$ cat src/rtl/ecc1b_pkg.sv
package ecc1b_pkg;

  typedef enum logic [1:0] {
    ECC_CLEAN    = 2'd0,
    ECC_FIX_DATA = 2'd1,
    ECC_FIX_CODE = 2'd2,
    ECC_UNCORR   = 2'd3
  } eccClass_t;

  // per-context strobes issued by control to the parity datapath
  typedef struct packed {
    logic clear;
    logic accum;
    logic capture;
  } ctxStrobe_t;

endpackage

$ cat src/rtl/ecc1b_ctrl.sv
module ecc1b_ctrl
  import ecc1b_pkg::*;
#(
  parameter int SECTOR_BYTES = 512,
  parameter int NUM_CS       = 4,
  localparam int IDXW = $clog2(SECTOR_BYTES),
  localparam int CSW  = (NUM_CS > 1) ? $clog2(NUM_CS) : 1
) (
  input  logic              clk,
  input  logic              rst_n,
  input  logic              restartValid,
  input  logic [CSW-1:0]    restartCs,
  input  logic              byteValid,
  input  logic [CSW-1:0]    byteCs,
  input  logic              readReq,
  input  logic [CSW-1:0]    readCs,
  output ctxStrobe_t        strobe [NUM_CS],
  output logic [IDXW-1:0]   byteIdx,
  output logic [NUM_CS-1:0] csDone
);

  localparam logic [IDXW-1:0] LAST_IDX = IDXW'(SECTOR_BYTES - 1);

  logic [IDXW-1:0] cnt [NUM_CS];
  logic [NUM_CS-1:0] active;

  for (genvar g = 0; g < NUM_CS; g++) begin : g_ctx
    logic restartHit, readHit, byteHit;

    assign restartHit = restartValid && (restartCs == CSW'(g));
    assign readHit    = readReq && (readCs == CSW'(g));
    assign byteHit    = byteValid && (byteCs == CSW'(g)) && active[g];

    always_comb begin
      strobe[g].clear   = restartHit || readHit;
      strobe[g].capture = readHit;
      strobe[g].accum   = byteHit && !restartHit && !readHit;
    end

    always_ff @(posedge clk) begin
      if (!rst_n) begin
        active[g] <= 1'b0;
        cnt[g]    <= '0;
        csDone[g] <= 1'b0;
      end else if (restartHit) begin
        active[g] <= 1'b1;
        cnt[g]    <= '0;
        csDone[g] <= 1'b0;
      end else if (readHit) begin
        active[g] <= 1'b0;
        cnt[g]    <= '0;
      end else if (byteHit) begin
        if (cnt[g] == LAST_IDX) begin
          active[g] <= 1'b0;
          csDone[g] <= 1'b1;
          cnt[g]    <= '0;
        end else begin
          cnt[g] <= cnt[g] + 1'b1;
        end
      end
    end
  end

  always_comb begin
    byteIdx = '0;
    for (int i = 0; i < NUM_CS; i++) begin
      if (byteCs == CSW'(i)) byteIdx = cnt[i];
    end
  end

endmodule

$ cat src/rtl/ecc1b_dpath.sv
module ecc1b_dpath
  import ecc1b_pkg::*;
#(
  parameter int SECTOR_BYTES = 512,
  parameter int NUM_CS       = 4,
  localparam int IDXW  = $clog2(SECTOR_BYTES),
  localparam int POSW  = IDXW + 3,
  localparam int CODEW = 2 * POSW,
  localparam int CSW   = (NUM_CS > 1) ? $clog2(NUM_CS) : 1
) (
  input  logic             clk,
  input  logic             rst_n,
  input  ctxStrobe_t       strobe [NUM_CS],
  input  logic [IDXW-1:0]  byteIdx,
  input  logic [7:0]       byteData,
  input  logic [CSW-1:0]   readCs,
  output logic             codeValid,
  output logic [CODEW-1:0] codeOut
);

  logic [POSW-1:0] hiPar [NUM_CS];
  logic [POSW-1:0] loPar [NUM_CS];
  logic [POSW-1:0] hiInc, loInc;
  logic            bytePar;
  logic            anyCapture;

  assign bytePar = ^byteData;

  // bit-in-byte position bits: split the byte by bit number
  always_comb begin
    hiInc[2:0] = '0;
    loInc[2:0] = '0;
    for (int k = 0; k < 3; k++) begin
      for (int b = 0; b < 8; b++) begin
        if (((b >> k) & 1) == 1) hiInc[k] = hiInc[k] ^ byteData[b];
        else                     loInc[k] = loInc[k] ^ byteData[b];
      end
    end
  end

  // byte-index position bits: whole-byte parity steered by the index
  for (genvar j = 0; j < IDXW; j++) begin : g_idx
    assign hiInc[3+j] = byteIdx[j]  & bytePar;
    assign loInc[3+j] = ~byteIdx[j] & bytePar;
  end

  for (genvar g = 0; g < NUM_CS; g++) begin : g_ctx
    always_ff @(posedge clk) begin
      if (!rst_n || strobe[g].clear) begin
        hiPar[g] <= '0;
        loPar[g] <= '0;
      end else if (strobe[g].accum) begin
        hiPar[g] <= hiPar[g] ^ hiInc;
        loPar[g] <= loPar[g] ^ loInc;
      end
    end
  end

  always_comb begin
    anyCapture = 1'b0;
    for (int i = 0; i < NUM_CS; i++) anyCapture = anyCapture | strobe[i].capture;
  end

  always_ff @(posedge clk) begin
    if (!rst_n) begin
      codeValid <= 1'b0;
      codeOut   <= '0;
    end else begin
      codeValid <= anyCapture;
      if (anyCapture) codeOut <= ~{hiPar[readCs], loPar[readCs]};
    end
  end

endmodule

$ cat src/rtl/ecc1b_decode.sv
module ecc1b_decode
  import ecc1b_pkg::*;
#(
  parameter int SECTOR_BYTES = 512,
  localparam int IDXW  = $clog2(SECTOR_BYTES),
  localparam int POSW  = IDXW + 3,
  localparam int CODEW = 2 * POSW
) (
  input  logic             clk,
  input  logic             rst_n,
  input  logic             chkValid,
  input  logic [CODEW-1:0] storedCode,
  input  logic [CODEW-1:0] calcCode,
  output logic             resValid,
  output logic [1:0]       resClass,
  output logic [IDXW-1:0]  fixIndex,
  output logic [7:0]       fixMask
);

  logic [CODEW-1:0] syn;
  logic [POSW-1:0]  synHi, synLo;
  logic [IDXW-1:0]  idxNext;
  logic [2:0]       bitNext;
  eccClass_t        clsNext;
  logic             inRange;

  assign syn     = storedCode ^ calcCode;
  assign synHi   = syn[CODEW-1:POSW];
  assign synLo   = syn[POSW-1:0];
  assign bitNext = synHi[2:0];
  assign idxNext = synHi[POSW-1:3];
  assign inRange = ({1'b0, idxNext} < (IDXW+1)'(SECTOR_BYTES));

  always_comb begin
    if (syn == '0)                          clsNext = ECC_CLEAN;
    else if ((synHi ^ synLo) == '1)         clsNext = inRange ? ECC_FIX_DATA : ECC_UNCORR;
    else if ($countones(syn) == 1)          clsNext = ECC_FIX_CODE;
    else                                    clsNext = ECC_UNCORR;
  end

  always_ff @(posedge clk) begin
    if (!rst_n) begin
      resValid <= 1'b0;
      resClass <= 2'd0;
      fixIndex <= '0;
      fixMask  <= '0;
    end else begin
      resValid <= chkValid;
      if (chkValid) begin
        resClass <= clsNext;
        fixIndex <= (clsNext == ECC_FIX_DATA) ? idxNext : '0;
        fixMask  <= (clsNext == ECC_FIX_DATA) ? (8'd1 << bitNext) : 8'd0;
      end
    end
  end

endmodule

$ cat src/rtl/ecc1b_engine.sv
module ecc1b_engine
  import ecc1b_pkg::*;
#(
  parameter int SECTOR_BYTES = 512,
  parameter int NUM_CS       = 4,
  localparam int IDXW  = $clog2(SECTOR_BYTES),
  localparam int POSW  = IDXW + 3,
  localparam int CODEW = 2 * POSW,
  localparam int CSW   = (NUM_CS > 1) ? $clog2(NUM_CS) : 1
) (
  input  logic              clk,
  input  logic              rst_n,
  input  logic              restartValid,
  input  logic [CSW-1:0]    restartCs,
  input  logic              byteValid,
  input  logic [CSW-1:0]    byteCs,
  input  logic [7:0]        byteData,
  input  logic              readReq,
  input  logic [CSW-1:0]    readCs,
  output logic              codeValid,
  output logic [CODEW-1:0]  codeOut,
  output logic [NUM_CS-1:0] csDone,
  input  logic              chkValid,
  input  logic [CODEW-1:0]  storedCode,
  input  logic [CODEW-1:0]  calcCode,
  output logic              resValid,
  output logic [1:0]        resClass,
  output logic [IDXW-1:0]   fixIndex,
  output logic [7:0]        fixMask
);

  ctxStrobe_t      strobe [NUM_CS];
  logic [IDXW-1:0] byteIdx;

  ecc1b_ctrl #(.SECTOR_BYTES(SECTOR_BYTES), .NUM_CS(NUM_CS)) u_ctrl (
    .clk(clk), .rst_n(rst_n),
    .restartValid(restartValid), .restartCs(restartCs),
    .byteValid(byteValid), .byteCs(byteCs),
    .readReq(readReq), .readCs(readCs),
    .strobe(strobe), .byteIdx(byteIdx), .csDone(csDone)
  );

  ecc1b_dpath #(.SECTOR_BYTES(SECTOR_BYTES), .NUM_CS(NUM_CS)) u_dpath (
    .clk(clk), .rst_n(rst_n),
    .strobe(strobe), .byteIdx(byteIdx), .byteData(byteData),
    .readCs(readCs), .codeValid(codeValid), .codeOut(codeOut)
  );

  ecc1b_decode #(.SECTOR_BYTES(SECTOR_BYTES)) u_decode (
    .clk(clk), .rst_n(rst_n),
    .chkValid(chkValid), .storedCode(storedCode), .calcCode(calcCode),
    .resValid(resValid), .resClass(resClass),
    .fixIndex(fixIndex), .fixMask(fixMask)
  );

endmodule

$ cat config.mk
export PLATFORM = sky130hd
export DESIGN_NAME = ecc1b_engine
export DESIGN_NICKNAME = d
export VERILOG_FILES = /design/src/rtl/ecc1b_pkg.sv /design/src/rtl/ecc1b_ctrl.sv /design/src/rtl/ecc1b_dpath.sv /design/src/rtl/ecc1b_decode.sv /design/src/rtl/ecc1b_engine.sv
export SDC_FILE = /design/constraint.sdc
export NUM_CORES = 1
export LEC_CHECK = 0
export BUFFER_PORTS_ARGS = -buffer_cell sky130_fd_sc_hd__buf_2
export CORE_ASPECT_RATIO = 0.9
export CORE_MARGIN = 2
export CORE_UTILIZATION = 60
export CTS_CLUSTER_SIZE = 14
export DETAILED_ROUTE_END_ITERATION = 12
export PLACE_DENSITY = 0.93
export SYNTH_ARGS = -nofsm -noshare
export SYNTH_HDL_FRONTEND = slang
export SYNTH_SLANG_ARGS = --single-unit
$ cat constraint.sdc
create_clock -name clk -period 6.05 [get_ports clk]
set_input_delay 0.9075 -clock clk [delete_from_list [all_inputs] [get_ports clk]]
set_output_delay 0.9075 -clock clk [all_outputs]
set_load 0.01 [all_outputs]
==> results.md, run 1 <==
- Post_cts resized: 0
- Hold path depth: 2
- Worst Path Max Fanout: 4
- Worst Hold End: u_decode.fixIndex[5]
- Status: finished clean
- Warnings, synthesis: 0
- Final slew viol count: 0
- First-pass GRT wire length: around 42,000 µm
- Worst flop-to-flop path startpoint: u_ctrl.active[0]
- Worst Reg2Reg Path Length in Cells: 4
- Minimum clock period: 5.479 ns
- Worst slew margin: a little over a fifth
- Grt ovf: 0
- Proportion of layout cells with a drive suffix above 1: 18.55%
- Core area: 0.01767 mm²
- RePlAce Congestion: 0.8492
- GRT Overall Usage: 27.44%
- Max-Cap Viols: 0
- Clock-pin transition on the worst setup and hold timing paths: 0.07 ns
- CTS sink count: roughly 190
- RSZ-0062 raised after global routing: no
- Vias in the first global route: 8,336
- Main synth FF type: edfxtp_1
- Largest net degree at the start of global routing: 145
- Critical Path Start Type: input pin
- Reg2Reg Setup Slack: 3.43 ns
- Critical Path Sink Type: flip-flop
- Final setup TNS: 0 ns
- Routed length per instance: slightly below 20 µm
- Fillers: 1,195
- Worst Skew: around 0.016 ns
- Longest Clk Path Bufs: 2
- Hold Path Class: reg -> reg
- Syn Inst Count: 1,014
- Worst skew pair latency: 0.45 ns
- Commonest cells after routing, fill and taps aside: 132 x edfxtp_1, 116 x buf_2, 83 x o21ai_0, 75 x xnor2_1, 75 x or3_1
- Hold Buf Count CTS: 0
- Via density: 6.235
- Util after Layout: 69.45%
- Pwr Density: 326.2 mW/mm²
- Iter 0 DRT Violations: slightly above 1,000
- Cell variety after synth: 49
- Initial antenna violation count: 0
- Slew @ Worst Pin: 1.184 ns
- R2r endpoint: u_ctrl.cnt[0][4]
- Initial Util: 61.56%
- Critical Path AT: 5.77 ns
- WL final: 26,400 µm
- Routed vias: 8,492
- Hold Path Origin: u_decode.fixIndex[5]
- Final period util: 90.55%
- Async SR Flop Fraction: 0%
- Post-CTS setup buffers: 0
- Row count: 46
- Inserted Clock Buffers: 17
- Routed Antenna Nets: 0
- CP required: 6.34 ns
- Sequential cell area fraction in the yosys report: 46.19%
- Mapped Avg Cell Area: approximately 11 µm²
- Detailed Routing Iterations Pass 1: 5
- Clock root cell: clkbuf_16
- Fmax: 0.1825 GHz
- Cell Area, Synth: 0.01088 mm²
- Die Y: between 100 and 150 µm
- Maximum vdd ir drop: 0.3254 mV
- Static leakage: 4.942 nW
- I/O pin cnt: 117
- CTS tree: built
- Fin nets: about 1,200
- Post-DP HPWL: 17,350 µm
- DIE WIDTH: 145.9 µm
- Die area: roughly 0.019 mm²
- WS Path Type: in -> reg
- EDFF count, synth: 132
- Mapped Nets: 1,144
- Final setup fails: 0
- Synthesized flop and latch total: around 190
- Layout area overhead: 12.81%
- Most common cell after layout, fill and taps aside: edfxtp_1
- H-tree lvl count: 4
- Endpoints failing hold: 0
- IO buf count: 116
- DRC viols: 0
-- synthesized netlist by cell type, drive strengths merged (3+ instances only) --
master	instances	area [µm²]
a21boi	3	22.52
a21oi	74	370.4
and3	5	31.28
and4	3	26.28
buf	13	67.56
clkbuf	43	161.4
dfxtp	53	1061
edfxtp	132	3964
fa	19	380.4
ha	43	538.0
inv	71	266.5
mux2	9	101.4
mux2i	9	90.09
mux4	24	540.5
nand2	52	195.2
nand2b	3	18.77
nand3	27	135.1
nand3b	14	105.1
nand4	15	93.84
nand4b	3	32.53
nor2	65	244.0
nor2b	3	18.77
nor4	3	37.54
o211a	24	240.2
o211ai	3	22.52
o21a	10	75.07
o21ai	93	465.5
o31ai	9	67.56
or2	4	25.03
or3	75	469.2
xnor2	78	728.2
xor2	21	198.9
-- power breakdown --
part	total (mW)	switching (mW)	leakage, nW	internal, mW
Combinational	1.34	0.779	2.79	0.565
Clock	1.18	0.536	0.305	0.639
Sequential	1.48	0.0550	1.85	1.43
-- sequential cells by signal (all words and copies together), names as in the netlist --
| signal | flops |
|---|---|
| u_dpath.loPar | 48 |
| u_ctrl.csDone | 4 |
| u_dpath.codeValid | 1 |
| u_decode.resClass | 2 |
| u_dpath.hiPar | 48 |
| u_decode.resValid | 1 |
| u_decode.fixIndex | 9 |
| u_decode.fixMask | 8 |
| u_ctrl.active | 4 |
| u_dpath.codeOut | 24 |
| u_ctrl.cnt | 36 |
-- area by class of cell --
class | instances | area [µm²] | share of cell area (%)
Antenna cell | 1 | 2.502 | 0.02039
Tap cell | 240 | 300.3 | 2.447
Timing Repair Buffer | 131 | 693.2 | 5.648
Clock buffer | 18 | 439.2 | 3.579
Sequential cell | 185 | 5025 | 40.95
Clock inverter | 14 | 176.4 | 1.438
Multi-Input combinational cell | 702 | 5369 | 43.75
Inverter | 71 | 266.5 | 2.172
-- how the worst max path moves through the flow --
stage,from,to,cells past startpoint
after detailed placement,calcCode[14],u_decode.resClass[0],18
after CTS,calcCode[14],u_decode.resClass[0],18
after global routing,calcCode[14],u_decode.resClass[0],18
after floorplan,calcCode[12],u_decode.resClass[0],17
final,calcCode[14],u_decode.resClass[0],18
after global placement,calcCode[6],u_decode.resClass[0],18
-- per-stage QoR --
| stage | std cells | cell area, µm² | power (mW) | hold slack (ns) | setup WS, ns |
|---|---|---|---|---|---|
| 2_1_floorplan | 1014 | 10880 | 2.495 | 0.4742 | 0.5917 |
| 3_3_place_gp | 1329 | 11650 | 2.735 | 0.4315 | 0.3790 |
| 3_5_place_dp | 1329 | 11650 | 2.830 | 0.4404 | 0.1389 |
| 4_1_cts | 1361 | 12270 | 3.984 | 0.4575 | 0.5951 |
| 5_1_grt | 1361 | 12270 | 4.217 | 0.4689 | 0.3636 |
| 6_report | 1362 | 12270 | 4.003 | 0.4572 | 0.5715 |
-- worst max-delay path, stage by stage --
cell and delay [ns]:
buf_2 0.10, xnor2_1 0.40, inv_1 0.14, ha_1 0.23, inv_1 0.08, fa_1 0.42
fa_1 0.53, fa_1 0.44, fa_1 0.55, inv_1 0.06, fa_1 0.55, ha_1 0.18
inv_1 0.06, fa_1 0.37, a2111oi_0 0.40, a21oi_1 0.08, nor3_1 0.15, a221oi_1 0.10
-- layer usage --
layer | up-vias | GRT usage, % | routed length [µm]
met2 | 497 | 47.82 | 13360
met5 | - | 0 | 0
met4 | 0 | 10.35 | 686
li1 | 3837 | - | -
met3 | 53 | 5.675 | 2350
met1 | 4105 | 33.83 | 10010
-- logic make-up (layout without fill, tap and decap cells) --
| family | after synthesis | count (layout) | synth area share [%] |
|---|---|---|---|
| and+or+nand+nor | 280 | 280 | 13.70 |
| AOI/OAI and AO/OA | 219 | 219 | 11.86 |
| DFF | 185 | 185 | 46.19 |
| buffers and inverters | 127 | 234 | 4.555 |
| xor gates and xnor gates | 99 | 99 | 8.523 |
| adders and majority gates | 62 | 62 | 8.443 |
| muxes | 42 | 42 | 6.729 |
| other | 0 | 1 | 0 |
Power figures use the tool's default switching activity.
==> run 2, diff against run 1 <==
Settings changed: CORE_UTILIZATION 60 to 64, PLACE_DENSITY 0.93 to 0.95.
Clock period 6.05 ns to 6.9 ns, I/O delays scaled along.
==> results.md, run 2 (same netlist as run 1, synthesis figures left out) <==
- RePlAce Congestion: 0.9321
- Slew @ Worst Pin: 1.173 ns
- Grt ovf: 0
- Most common cell after layout, fill and taps aside: edfxtp_1
- Fmax: 0.1730 GHz
- Final setup TNS: 0 ns
- First-pass GRT wire length: between 40,000 and 50,000 µm
- Maximum vdd ir drop: roughly 0.27 mV
- Clock-pin transition on the worst setup and hold timing paths: 0.07 ns
- Commonest cells after routing, fill and taps aside: 132 x edfxtp_1, 116 x buf_2, 83 x o21ai_0, 75 x xnor2_1, 75 x or3_1
- Hold Buf Count CTS: 0
- Core area: 0.01678 mm²
- Combinational power share: 34.7%
- DIE WIDTH: around 140 µm
- Critical Path Sink Type: flip-flop
- Longest Clk Path Bufs: 2
- Final period util: 83.76%
- P_sw: 1.252 mW
- Final slew viol count: 0
- Iter 0 DRT Violations: 1,197
- Pwr Density: 294.5 mW/mm²
- Detailed Routing Iterations Pass 1: 8
- Worst Skew: 0.01196 ns
- CP required: around 7.2 ns
- Initial Util: 64.83%
- Hold WS: 0.4639 ns
- DRC viols: 0
- ANT cells: 0
- Die area: around 0.018 mm²
- Seq pwr share: 36.4%
- Top flop regs: u_dpath.hiPar: 48 flops, u_dpath.loPar: 48 flops, u_ctrl.cnt: 36 flops
- Via density: between 6 and 7
- Routed vias: 8,602
- Minimum clock period: ~5.8 ns
- Pre-CTS setup slack: 0.8589 ns
- Worst slew margin: a little over a fifth
- Clk pwr share: 28.9%
- Largest net degree at the start of global routing: 145
- GRT Overall Usage: a little under a third
- Net Sw Frac: between 30% and 40%
- Row count: 45
- CTS sink count: approximately 190
- Critical Path Start Type: input pin
- Die Y: about 130 µm
- Proportion of layout cells with a drive suffix above 1: 17.88%
- Fin nets: 1,230
- H-tree lvl count: 4
- Hold Path Class: reg -> reg
- Status: finished clean
- RSZ-0062 raised after global routing: no
- Layout area overhead: 11.93%
- Worst Path Max Fanout: 4
- Endpoints failing hold: 0
- Vias in the first global route: 8,737
- Static leakage: 4.902 nW
- Initial antenna violation count: 0
- Post_cts resized: 0
- Post-DP HPWL: 17,580 µm
- Clock root cell: clkbuf_16
- Post-CTS setup buffers: 0
- Inserted Clock Buffers: 17
- Critical Path AT: slightly above 6 ns
- Worst skew pair latency: 0.45 ns
- Internal power: 2.334 mW
- IO buf count: 116
- Routed length per instance: between 20 and 25 µm
- CTS tree: built
- I/O pin cnt: 117
- Max-Cap Viols: 0
- WS Path Type: in -> reg
- Routed Antenna Nets: 0
- Final setup fails: 0
- PnR worst setup slack: 1.121 ns
- WL final: 27,640 µm
run 2: worst max-delay path, cell delays in order:
cell and delay, ns:
buf_2 0.10, xnor2_1 0.38, inv_1 0.14, ha_1 0.27, fa_1 0.49, inv_1 0.05
fa_1 0.47, fa_1 0.53, fa_1 0.54, inv_1 0.05, fa_1 0.53, ha_1 0.16
inv_1 0.06, fa_1 0.38, a2111oi_0 0.46, a21oi_1 0.10, nor3_1 0.21, a221oi_1 0.12
run 2: worst paths after layout:
kind	start	end	slack, ns	depth (start not counted)
worst min register to register	u_decode.fixIndex[4]	u_decode.fixIndex[4]	0.46	2
worst max register to register	u_ctrl.active[0]	u_ctrl.cnt[0][4]	4.17	4
worst min-delay path	u_decode.fixIndex[4]	u_decode.fixIndex[4]	0.46	2
worst max-delay path	calcCode[12]	u_decode.resClass[0]	1.12	18
run 2: layout make-up:
cell class              count  area [µm²]
repair buffers            123       633.1
multi-input cells         702        5369
inverters                  71       266.5
flip-flops and latches    185        5025
clock inverters            13       153.9
clock buffers              19       464.2
fillers                  1022        4603
well taps                 211       264.0
run 2: metal layers:
metal / track usage [%] / part of all wire, % / vias to the layer above
li1: - / - / 3814
met1: 37.78 / 35 / 4031
met2: 53.66 / 50 / 626
met3: 7.471 / 10 / 131
met4: 16.12 / 4.0 / 0
met5: 0 / 0 / -
run 2: power by group through the flow:
stage          Combinational [mW]  Sequential (mW)  Clock, mW
2_1_floorplan               0.871             1.32          0
3_3_place_gp                 1.07             1.32          0
3_5_place_dp                 1.16             1.32          0
4_1_cts                      1.22             1.30       1.04
5_1_grt                      1.40             1.31       1.08
6_report                     1.25             1.31       1.04
run 2: metrics by stage:
step | instances | area, µm² | utilization, % | power (mW)
6_report | 1324 | 12180 | 72.57 | 3.586
5_1_grt | 1324 | 12180 | 72.57 | 3.795
4_1_cts | 1324 | 12180 | 72.57 | 3.564
3_5_place_dp | 1292 | 11560 | 68.88 | 2.487
3_3_place_gp | 1292 | 11560 | 68.88 | 2.386
2_1_floorplan | 1014 | 10880 | - | 2.187
